**src/rtl/sinc3_pkg.sv**
```systemverilog
package sinc3_pkg;
    localparam int unsigned ORDER        = 3;
    localparam int unsigned RATIO_LOG2   = 8;
    localparam int unsigned OUT_W        = 16;
    localparam int unsigned RATIO        = 1 << RATIO_LOG2;
    localparam int unsigned ACC_W        = ORDER * RATIO_LOG2 + 1;
    localparam int unsigned SETTLE_WORDS = ORDER - 1;
    localparam int unsigned SEEN_W       = $clog2(SETTLE_WORDS + 1);

    typedef logic [ACC_W-1:0]      acc_t;
    typedef acc_t [ORDER-1:0]      stage_vec_t;
    typedef logic [RATIO_LOG2-1:0] phase_t;
    typedef logic [OUT_W-1:0]      word_t;
    typedef logic [SEEN_W-1:0]     seen_t;
endpackage

```
**src/rtl/sinc3_integrators.sv**
```systemverilog
module sinc3_integrators
    import sinc3_pkg::*;
(
    input  logic clk,
    input  logic rst,
    input  logic bit_in,
    output acc_t acc_out
);
    typedef struct packed {
        stage_vec_t acc;
    } integ_state_t;

    integ_state_t st_d, st_q;

    // Each stage adds the previous stage's registered value; wraparound is intended.
    always_comb begin
        st_d = st_q;
        st_d.acc[0] = st_q.acc[0] + {{(ACC_W-1){1'b0}}, bit_in};
        for (int s = 1; s < ORDER; s++) begin
            st_d.acc[s] = st_q.acc[s] + st_q.acc[s-1];
        end
    end

    always_ff @(posedge clk) begin
        if (rst) st_q <= '0;
        else     st_q <= st_d;
    end

    assign acc_out = st_q.acc[ORDER-1];
endmodule

```
**src/rtl/sinc3_combs.sv**
```systemverilog
module sinc3_combs
    import sinc3_pkg::*;
(
    input  logic clk,
    input  logic rst,
    input  logic en,
    input  acc_t sample_in,
    output acc_t diff_out
);
    typedef struct packed {
        stage_vec_t dly;
    } comb_state_t;

    comb_state_t st_d, st_q;
    logic [ORDER:0][ACC_W-1:0] stage_val;

    assign stage_val[0] = sample_in;

    generate
        for (genvar s = 0; s < ORDER; s++) begin : g_diff
            assign stage_val[s+1] = stage_val[s] - st_q.dly[s];
        end
    endgenerate

    // Delay registers advance only at the decimated rate.
    always_comb begin
        st_d = st_q;
        if (en) begin
            for (int s = 0; s < ORDER; s++) begin
                st_d.dly[s] = stage_val[s];
            end
        end
    end

    always_ff @(posedge clk) begin
        if (rst) st_q <= '0;
        else     st_q <= st_d;
    end

    assign diff_out = stage_val[ORDER];
endmodule

```
**src/rtl/sinc3_decimator.sv**
```systemverilog
module sinc3_decimator
    import sinc3_pkg::*;
(
    input  logic              clk,
    input  logic              rst,
    input  logic              mod_bit,
    output logic [OUT_W-1:0]  word_out,
    output logic              word_valid,
    output logic              word_settled
);
    typedef struct packed {
        phase_t phase;
        word_t  word;
        logic   valid;
        logic   settled;
        seen_t  seen;
    } top_state_t;

    top_state_t st_d, st_q;
    acc_t       integ_out;
    acc_t       comb_out;
    logic       boundary;

    assign boundary = (st_q.phase == '1);

    sinc3_integrators u_integ (
        .clk     (clk),
        .rst     (rst),
        .bit_in  (mod_bit),
        .acc_out (integ_out)
    );

    sinc3_combs u_comb (
        .clk       (clk),
        .rst       (rst),
        .en        (boundary),
        .sample_in (integ_out),
        .diff_out  (comb_out)
    );

    // Top bit set means the result reached full scale: clamp instead of wrapping.
    function automatic word_t clamp_word(acc_t v);
        if (v[ACC_W-1]) return '1;
        return v[ACC_W-2 -: OUT_W];
    endfunction

    always_comb begin
        st_d       = st_q;
        st_d.phase = st_q.phase + phase_t'(1);
        st_d.valid = 1'b0;
        if (boundary) begin
            st_d.word    = clamp_word(comb_out);
            st_d.valid   = 1'b1;
            st_d.settled = (st_q.seen == seen_t'(SETTLE_WORDS));
            if (st_q.seen != seen_t'(SETTLE_WORDS)) begin
                st_d.seen = st_q.seen + seen_t'(1);
            end
        end
    end

    always_ff @(posedge clk) begin
        if (rst) st_q <= '0;
        else     st_q <= st_d;
    end

    assign word_out     = st_q.word;
    assign word_valid   = st_q.valid;
    assign word_settled = st_q.settled;
endmodule

```
**config.mk**
```make
export PLATFORM = sky130hd
export DESIGN_NAME = sinc3_decimator
export DESIGN_NICKNAME = d
export VERILOG_FILES = /design/src/rtl/sinc3_pkg.sv /design/src/rtl/sinc3_integrators.sv /design/src/rtl/sinc3_combs.sv /design/src/rtl/sinc3_decimator.sv
export SDC_FILE = /design/constraint.sdc
export NUM_CORES = 1
export LEC_CHECK = 0
export BUFFER_PORTS_ARGS = -buffer_cell sky130_fd_sc_hd__buf_2
export CAP_MARGIN = 20
export CORE_UTILIZATION = 50
export DETAILED_ROUTE_END_ITERATION = 7
export PLACE_DENSITY = 0.72
export SETUP_SLACK_MARGIN = 0.4
export SYNTH_ARGS = -nofsm -noshare
export SYNTH_HDL_FRONTEND = slang
export SYNTH_SLANG_ARGS = --single-unit
```
**constraint.sdc**
```tcl
create_clock -name clk -period 7.3 [get_ports clk]
set_input_delay 1.46 -clock clk [delete_from_list [all_inputs] [get_ports clk]]
set_output_delay 1.46 -clock clk [all_outputs]
set_load 0.05 [all_outputs]
```
Word-level counts from Yosys, hierarchy flattened. Index checks and enable logic that the tools add are counted.

Add/sub/neg operators: 8. Multipliers: 0. Div/mod/pow operators: 0. Order comparisons: 0. Eq/ne operators: 3. Shifts and indexed selects: 0. Mux-type cells: 6. Bitwise gates (word level): 0. Reductions and logical operators: 1.

Operators by type and width (number): 25-bit subtractor (3); 25-bit adder (2); 16-bit two-way mux (2); 25-bit by 1-bit adder with 25-bit output (1); 8-bit by 1-bit adder with 8-bit output, second input constant (1); 8-bit equality test, second input constant (1); 4-bit two-way mux (1); 2-bit by 1-bit adder with 2-bit output, second input constant (1); 2-bit equality test, second input constant (1); 1-bit two-way mux (2); 2-bit two-way mux (1); 2-bit != test, second input constant (1); 2-bit AND reduction (1).

Register bits after elaboration: 178. Latch bits: 0. RAM bits: 0. ROM bits: 0. Input port bits: 3. Output and inout bits: 18. Word-level logic and storage cells: 29. Memories kept: 0.

Depth between registers and ports, before layout. Gate-level depths: netlist of the first run.

Word-level depth: 6. Depth in mapped cells: 31. Depth with buffers taken out: 30.

By module. From an unflattened synthesis of the first run, not the netlist that was laid out.

Cell total of the unflattened synthesis: 1567. Area, all modules: 12956.2 µm².

By module, submodules not included: sinc3_combs (instances 1, cells an instance 807, area each 6491.2 µm², sequential area each 1501.4 µm²); sinc3_integrators (instances 1, cells an instance 617, area each 5131.2 µm², sequential area each 1501.4 µm²); sinc3_decimator (instances 1, cells an instance 143, area each 1333.8 µm², sequential area each 560.5 µm²).

Worst setup path before layout of the first run. No wires, ideal clock.

Kind: reg-to-reg. Start: reg u_integ.st_q, in the netlist u_integ.acc_out[0]. End: reg st_q, in the netlist word_out[14]. Setup time: 74 ps. Arrival time: 5508 ps. Required time: 7226 ps. Setup slack: 1718 ps. Stages on the path, launching flop included: 31. Buffers on the path: 1. Clock period less this slack: 5582 ps. Path through: dfxtp_1 inv_1 ha_1 fa_1 nor2b_1 o21ai_1 a21oi_1 nor2_1 xnor2_1 ha_1 a21o_1 a21o_1 a21oi_1 o21ai_0 o21ai_0 a21boi_0 o21ai_0 nor3b_1 nor2_1 ha_1 a21o_1 a21o_1 a21o_1 a21oi_1 o21ai_0 o31ai_1 a21oi_1 a21oi_1 xor3_2 buf_6 a31oi_2.

RTL lines: start: declaration (RTL line sinc3_integrators.sv:13) `integ_state_t st_d, st_q;`; start signal: assignment (RTL line sinc3_integrators.sv:26) `else st_q <= st_d;`; end signal: assignment (RTL line sinc3_decimator.sv:63) `else st_q <= st_d;`; end: declaration (RTL line sinc3_decimator.sv:19) `top_state_t st_d, st_q;`.

==> results of run 1 <==
routing by layer:
metal / track usage / vias up / share of wire
li1: - / 5033 / -
met1: 0.227 / 4275 / 0.49
met2: 0.350 / 100 / 0.48
met3: 0.0263 / 24 / 0.021
met4: 0.0674 / 0 / 0.015
met5: 0 / - / 0
per-stage QoR:
stage	cells	power (mW)	hold slack [ps]	setup slack, ps
after floorplan	1467	2.81	430	1720
after global placement	1716	3.08	441	1190
after detailed placement	1716	3.11	446	1100
after CTS	1748	4.06	455	1050
after global routing	1748	4.36	468	443
final	1748	4.05	453	1110
sequential cells by signal (all words and copies together) (netlist names):
signal,flops
st_q,10
u_comb.st_q,75
u_integ.acc_out,25
u_integ.st_q,50
word_out,16
word_settled,1
word_valid,1
kinds of logic after synthesis:
logic type,Yosys count,synth area share
buf+inv,172,0.0615
flops,178,0.307
mux,2,0.00183
xor+xnor,110,0.0851
fa+ha+maj,127,0.140
simple gates,495,0.196
compound gates,383,0.209
power by group through the flow:
stage / clock, mW / sequential, mW / combinational, mW
finish: 0.936 / 0.989 / 2.13
global route: 0.995 / 0.990 / 2.38
CTS: 0.957 / 0.989 / 2.11
detailed placement: 0 / 1.01 / 2.10
global placement: 0 / 1.01 / 2.07
floorplan: 0 / 1.01 / 1.81
synth_stat cells, types with 5 or more instances:
cell      number  area share
a211oi_1      16       0.010
a21boi_0       8      0.0052
a21o_1        36       0.023
a21oi_1      146       0.063
a31oi_1       23       0.012
and2_1        10      0.0054
and3_1        20       0.011
buf_1          8      0.0026
buf_4         16       0.010
clkbuf_1      35       0.011
dfxtp_1      178        0.31
ha_1         123        0.13
inv_1        112       0.036
nand2_1      178       0.058
nand2b_1      10      0.0054
nand3_1       34       0.015
nand4_1        9      0.0049
nor2_1       142       0.046
nor2b_1       24       0.013
nor3_1        22      0.0095
nor3b_1        6      0.0039
o211ai_1      10      0.0065
o21a_1        22       0.014
o21ai_0       62       0.027
o21bai_1       5      0.0032
o31a_1         7      0.0053
o31ai_1        8      0.0052
or2_2          7      0.0038
or3_1         13      0.0070
xnor2_1       60       0.045
xor2_1        48       0.036
worst max-delay path: cells and delay by family (launching register included):
kind	cells	cell delay, ps
and+or+nand+nor	8	1120
xor gates and xnor gates	1	430
DFF	1	370
adders and majority gates	3	940
buffers and inverters	1	60
AOI/OAI and AO/OA	16	3170
area by class of cell:
| cell class | count | area, um^2 |
|---|---|---|
| well taps | 285 | 357 |
| clock inverters | 14 | 164 |
| inverters | 112 | 420 |
| fillers | 2136 | 10300 |
| flip-flops and latches | 178 | 3560 |
| clock buffers | 18 | 439 |
| repair buffers | 24 | 133 |
| multi-input cells | 1117 | 7350 |
path summary, 6_finish.rpt:
| check | to | cells after the start |
|---|---|---|
| setup / recovery | word_out[3]$_SDFFE_PP0P_ | 29 |
| hold / removal | u_comb.st_q[36]$_SDFFE_PP0P_ | 2 |
| setup reg to reg | word_out[3]$_SDFFE_PP0P_ | 29 |
| hold reg to reg | u_comb.st_q[36]$_SDFFE_PP0P_ | 2 |
==> results by group, run 1 <==
Timing
  – Final setup viols: 0
  – Highest clock rate: 161 MHz
  – Hold Violations, Final: 0
  – Fin Setup TNS: 0 ps
  – Slew HR: 0.430
  – Crit path time final: 6190 ps
  – Fin crit share: 0.849
  – Worst-Margin Slew: 854 ps
  – Pins Over Slew Limit: 0
  – Setup repair after global routing missed its margin: no
  – Fin Clk Skew: 10.6 ps

Drt
  – WL/cell: 12.5 um
  – Final wirelength: 21.8 mm
  – Vias: 9432
  – Vias/cell: 5.40
  – 1st-pass router iterations: 6
  – Antenna viol nets, final: 0
  – DRC viols: 0
  – Starting DRC count in detailed routing: 368

Worst hold path
  – Hold Crit Start: u_comb.st_q[36]$_SDFFE_PP0P_
  – Tightest Hold Check Type: reg2reg

Setup path
  – Reg2reg setup slack: 1110 ps
  – R2R Path Start: u_comb.st_q[1]$_SDFFE_PP0P_
  – Worst EP arrival: 6550 ps
  – Worst setup startpoint: u_comb.st_q[1]$_SDFFE_PP0P_
  – CP most frequent cell: o21ai_0
  – Nature of the critical path endpoint: register
  – Crit path max-delay cell type: xor3_2
  – Crit-path max FO: 16
  – Crit-path max cell delay: 430 ps
  – Crit path launch type: register
  – Crit path kind: reg2reg
  – CP required: 7660 ps

Floorplanning
  – # rows: 55
  – Core Area: 22700 um^2
  – Starting Density: 0.511
  – Die H: 154 um
  – Die X: 154 um
  – Die ar.: 23800 um^2
  – Ports: 21

Final layout
  – Synthesis-to-finish area growth: 7.06%
  – Finished Core Util: 0.547
  – Antenna Cells: 0
  – NumNets Final: 1580
  – Fin area: 12400 um^2
  – Fraction of layout cells with a size suffix above 1: 0.0588
  – Commonest non-fill, non-tap cells in the layout: nand2_1 (178), dfxtp_1 (178), a21oi_1 (146)

Clock network
  – Clk slew on worst S/H paths: 70 ps
  – Clock buffer count from CTS: 17
  – Skew-Pair Late Insertion Delay: 430 ps
  – Post-CTS setup buffers: 0
  – CTS Hold Bufs: 0
  – H-tree level count: 4
  – CTS resizes: 0
  – CTS tree: yes
  – Root Driver: clkbuf_16
  – Sink Count: 178
  – Clock Tree Buf Depth: 2

Power and ir drop
  – Clock Power Share: 0.231
  – Leakage: 5.12 nW
  – PD cells: 326 nW/um^2
  – Logic pwr share: 0.525
  – Net switching power: 1.60 mW
  – Sw frac: 0.395
  – P_int: 2.45 mW
  – Peak supply drop: 238 uV
  – Sequential fraction of design power: 0.244

Place
  – Global placer's final weighted congestion: 0.897
  – Dpl cell area: 11800 um^2
  – Detailed placement HPWL: 15.9 mm
  – Port Buffer Count: 20

Synthesis
  – Top_reg_cell synth: dfxtp_1
  – Mapped Area: 11600 um^2
  – Mean Syn Cell Area: 7.91 um^2
  – Ys Warns: 0
  – Syn_nets: 1597
  – Mapped Cells: 1467
  – Yosys reg bits: 178
  – Async S/R FF share, synth: 0
  – Seq/Total Area, Yosys: 0.307
  – Post-synth EDFFs: 0
  – Count of cell types in the netlist: 72

Global routing
  – Global route overflow: 0
  – Tot GR Track Use: 0.191
  – Largest net degree at the start of global routing: 80
  – Initial antenna violation count: 0
  – First-pass GRT wire length: 38.3 mm
  – Vias in the first global route: 8912

Status
  – Status: completed

Run
  – # Max-Cap Violations: 0
(Power assumes the default switching activity.)
==> run 2, diff against run 1 <==
--- a/config.mk
+++ b/config.mk
@@ -9,7 +9,7 @@
 export CAP_MARGIN = 20
 export CORE_UTILIZATION = 50
 export DETAILED_ROUTE_END_ITERATION = 7
-export PLACE_DENSITY = 0.72
+export PLACE_DENSITY = 0.74
 export SETUP_SLACK_MARGIN = 0.4
 export SYNTH_ARGS = -nofsm -noshare
 export SYNTH_HDL_FRONTEND = slang
==> constraint.sdc (replaced) <==
create_clock -name clk -period 5.3 [get_ports clk]
set_input_delay 1.06 -clock clk [delete_from_list [all_inputs] [get_ports clk]]
set_output_delay 1.06 -clock clk [all_outputs]
set_load 0.05 [all_outputs]
==> run 2 against run 1 <==
  * The flow now finishes with violations (setup timing)
  * Design area increased by 9.6%
  * Worst hold slack improved by 0.70 ps
  * Utilization increased by 5.3 points
  * Highest routed layer unchanged
==> results by group, run 2 (synthesized netlist as in run 1, its figures left out) <==
Status
  – Status: finished, violations left (was completed)
  – Failing checks: setup timing

Place
  – Cell total after placement: 1813 (was 1716)
  – Setup slack at placement: -426 ps (was 1100 ps)
  – Port Buffer Count: 20 (unchanged)
  – Detailed placement HPWL: 16.9 mm (was 15.9 mm)
  – Global placer's final weighted congestion: 0.885 (was 0.897)
  – Dpl cell area: 12600 um^2 (was 11800 um^2)

Setup path
  – Worst setup startpoint: u_integ.acc_out[0]$_SDFF_PP0_ (was u_comb.st_q[1]$_SDFFE_PP0P_)
  – Crit-path max cell delay: 390 ps (was 430 ps)
  – Crit path kind: reg2reg (unchanged)
  – Crit path launch type: register (unchanged)
  – Nature of the critical path endpoint: register (unchanged)
  – R2R Path Start: u_integ.acc_out[0]$_SDFF_PP0_ (was u_comb.st_q[1]$_SDFFE_PP0P_)
  – Worst Path Buf+Inv: 2 (was 1)
  – Reg2reg setup slack: -180 ps (was 1110 ps)
  – Crit path max-delay cell type: xor3_2 (unchanged)
  – Worst EP arrival: 5830 ps (was 6550 ps)
  – CP most frequent cell: a21oi_2 (was o21ai_0)
  – CP required: 5660 ps (was 7660 ps)
  – Worst path top cell family by delay: compound AO/OA/AOI/OAI gates (unchanged)
  – Crit-path max FO: 8 (was 16)

Drt
  – Final wirelength: 23.8 mm (was 21.8 mm)
  – Vias/cell: 5.36 (was 5.40)
  – 1st-pass router iterations: 5 (was 6)
  – Starting DRC count in detailed routing: 435 (was 368)
  – WL/cell: 12.8 um (was 12.5 um)
  – Antenna viol nets, final: 0 (unchanged)
  – Vias: 9998 (was 9432)
  – DRC viols: 0 (unchanged)

Final layout
  – Max FFs per register: 75 (unchanged)
  – Commonest non-fill, non-tap cells in the layout: nand2_1 (176), dfxtp_1 (175), nor2_1 (141) (was nand2_1 (178), dfxtp_1 (178), a21oi_1 (146))
  – Filler cells: 1926 (was 2136)
  – Antenna Cells: 0 (unchanged)
  – Non-Filler Instances: 1864 (was 1748)
  – Finished Core Util: 0.600 (was 0.547)
  – Fin area: 13600 um^2 (was 12400 um^2)
  – Synthesis-to-finish area growth: 17.3% (was 7.06%)
  – NumNets Final: 1696 (was 1580)
  – Most common cell after layout, fill and taps aside: nand2_1
  – Biggest register: u_comb.st_q (unchanged)
  – Fraction of layout cells with a size suffix above 1: 0.163 (was 0.0588)

Timing
  – Fin crit share: 1.03 (was 0.849)
  – Slew HR: 0.455 (was 0.430)
  – Fin Clk Skew: 8.71 ps (was 10.6 ps)
  – Highest clock rate: 183 MHz (was 161 MHz)
  – Hold Violations, Final: 0 (unchanged)
  – Setup repair after global routing missed its margin: yes (was no)
  – Crit path time final: 5480 ps (was 6190 ps)
  – Hold Slack: 454 ps (was 453 ps)
  – Setup ws final: -175 ps (was 1110 ps)
  – Worst-Margin Slew: 817 ps (was 854 ps)
  – Pins Over Slew Limit: 0 (unchanged)
  – Final setup viols: 16 (was 0)

Clock network
  – Clock Tree Buf Depth: 2 (unchanged)
  – Root Driver: clkbuf_16 (unchanged)
  – Sink Count: 178 (unchanged)
  – Clk slew on worst S/H paths: 70 ps (about the same)
  – Skew-Pair Late Insertion Delay: 430 ps (about the same)
  – H-tree level count: 4 (unchanged)
  – CTS tree: yes (unchanged)
  – Clock buffer count from CTS: 17 (unchanged)
  – CTS Hold Bufs: 0 (unchanged)

Power and ir drop
  – Sw frac: 0.384 (was 0.395)
  – Leakage: 5.77 nW (was 5.12 nW)
  – P_int: 4.15 mW (was 2.45 mW)
  – Net switching power: 2.58 mW (was 1.60 mW)
  – Sequential fraction of design power: 0.203 (was 0.244)
  – Logic pwr share: 0.612 (was 0.525)
  – PD cells: 494 nW/um^2 (was 326 nW/um^2)
  – Clock Power Share: 0.186 (was 0.231)
  – Peak supply drop: 480 uV (was 238 uV)

Floorplanning
  – Starting Density: 0.511 (unchanged)
  – # rows: 55 (unchanged)
  – Core Area: 22700 um^2 (unchanged)
  – Die ar.: 23800 um^2 (unchanged)
  – Ports: 21 (unchanged)
  – Die X: 154 um (unchanged)
  – Die H: 154 um (unchanged)

Worst hold path
  – Hold Crit Start: u_comb.st_q[38]$_SDFFE_PP0P_ (was u_comb.st_q[36]$_SDFFE_PP0P_)
  – Tightest Hold Check Type: reg2reg (unchanged)

Global routing
  – Largest net degree at the start of global routing: 66 (was 80)
  – Vias in the first global route: 9533 (was 8912)
  – Initial antenna violation count: 1 (was 0)
  – First-pass GRT wire length: 41.2 mm (was 38.3 mm)
  – Tot GR Track Use: 0.206 (was 0.191)
  – Global route overflow: 0 (unchanged)

Run
  – # Max-Cap Violations: 0 (unchanged)
-- run 2: changes by cell type in the layout (fill, tap and decap cells not counted), sizes merged --
cell      previous run  this run
buf                 24       139
inv                120       116
clkinv               2         4
clkinvlp             2         4
xor3                 1         2
-- run 2: worst reg2reg max path: cells and delay by family (launching register included) --
kind / cells / cell delay [ps]
flip-flops: 1 / 330
AND/OR/NAND/NOR: 6 / 860
buffers and inverters: 2 / 200
adder cells (fa/ha/maj): 4 / 1060
XOR/XNOR: 2 / 530
AO/OA/AOI/OAI: 15 / 2460
-- run 2: power groups by stage --
stage	clock network [mW]	registers [mW]	logic, mW
2_1_floorplan	0	1.39	2.66
3_3_place_gp	0	1.39	3.55
3_5_place_dp	0	1.39	3.63
4_1_cts	1.27	1.36	3.91
5_1_grt	1.33	1.36	4.50
6_report	1.25	1.36	4.12
-- run 2: worst paths after layout --
path,to,cells past startpoint
worst max-delay path,word_out[11]$_SDFFE_PP0P_,29
worst min-delay path,u_comb.st_q[38]$_SDFFE_PP0P_,2
worst max register to register,word_out[11]$_SDFFE_PP0P_,29
worst min register to register,u_comb.st_q[38]$_SDFFE_PP0P_,2
-- run 2: area by class of cell --
class / instances / area [um^2] / share of cell area
multi-input combinational: 1118 / 7690 / 0.565
tap: 285 / 357 / 0.0262
sequential: 178 / 3570 / 0.262
timing repair buffer: 139 / 996 / 0.0731
clock inverter: 14 / 155 / 0.0114
clock buffer: 18 / 429 / 0.0315
inverter: 112 / 420 / 0.0309
-- run 2: repair_timing --
item / 4_1_cts / 5_1_grt
gates cloned: 1 / 0
pin swaps: 39 / 27
hold endpoints to repair: 0 / 0
buffers inserted: 12 / 6
endpoints found under the setup margin: 16 / 17
resized for setup: 27 / 25
-- run 2: per-stage QoR --
step / setup TNS, ps / power [mW]
2_1_floorplan: -1080 / 4.05
3_3_place_gp: -5580 / 4.94
3_5_place_dp: -6520 / 5.03
4_1_cts: -2190 / 6.54
5_1_grt: -7570 / 7.20
6_report: -2410 / 6.73
-- run 2: routing by layer --
metal  part of all wire  track usage  wire, um  up-vias
li1                   -            -         -     5289
met3              0.026       0.0319       607       36
met2               0.49        0.383     11700      115
met4              0.017       0.0674       393        0
met1               0.47        0.240     11100     4558
met5                  0            0         0        -
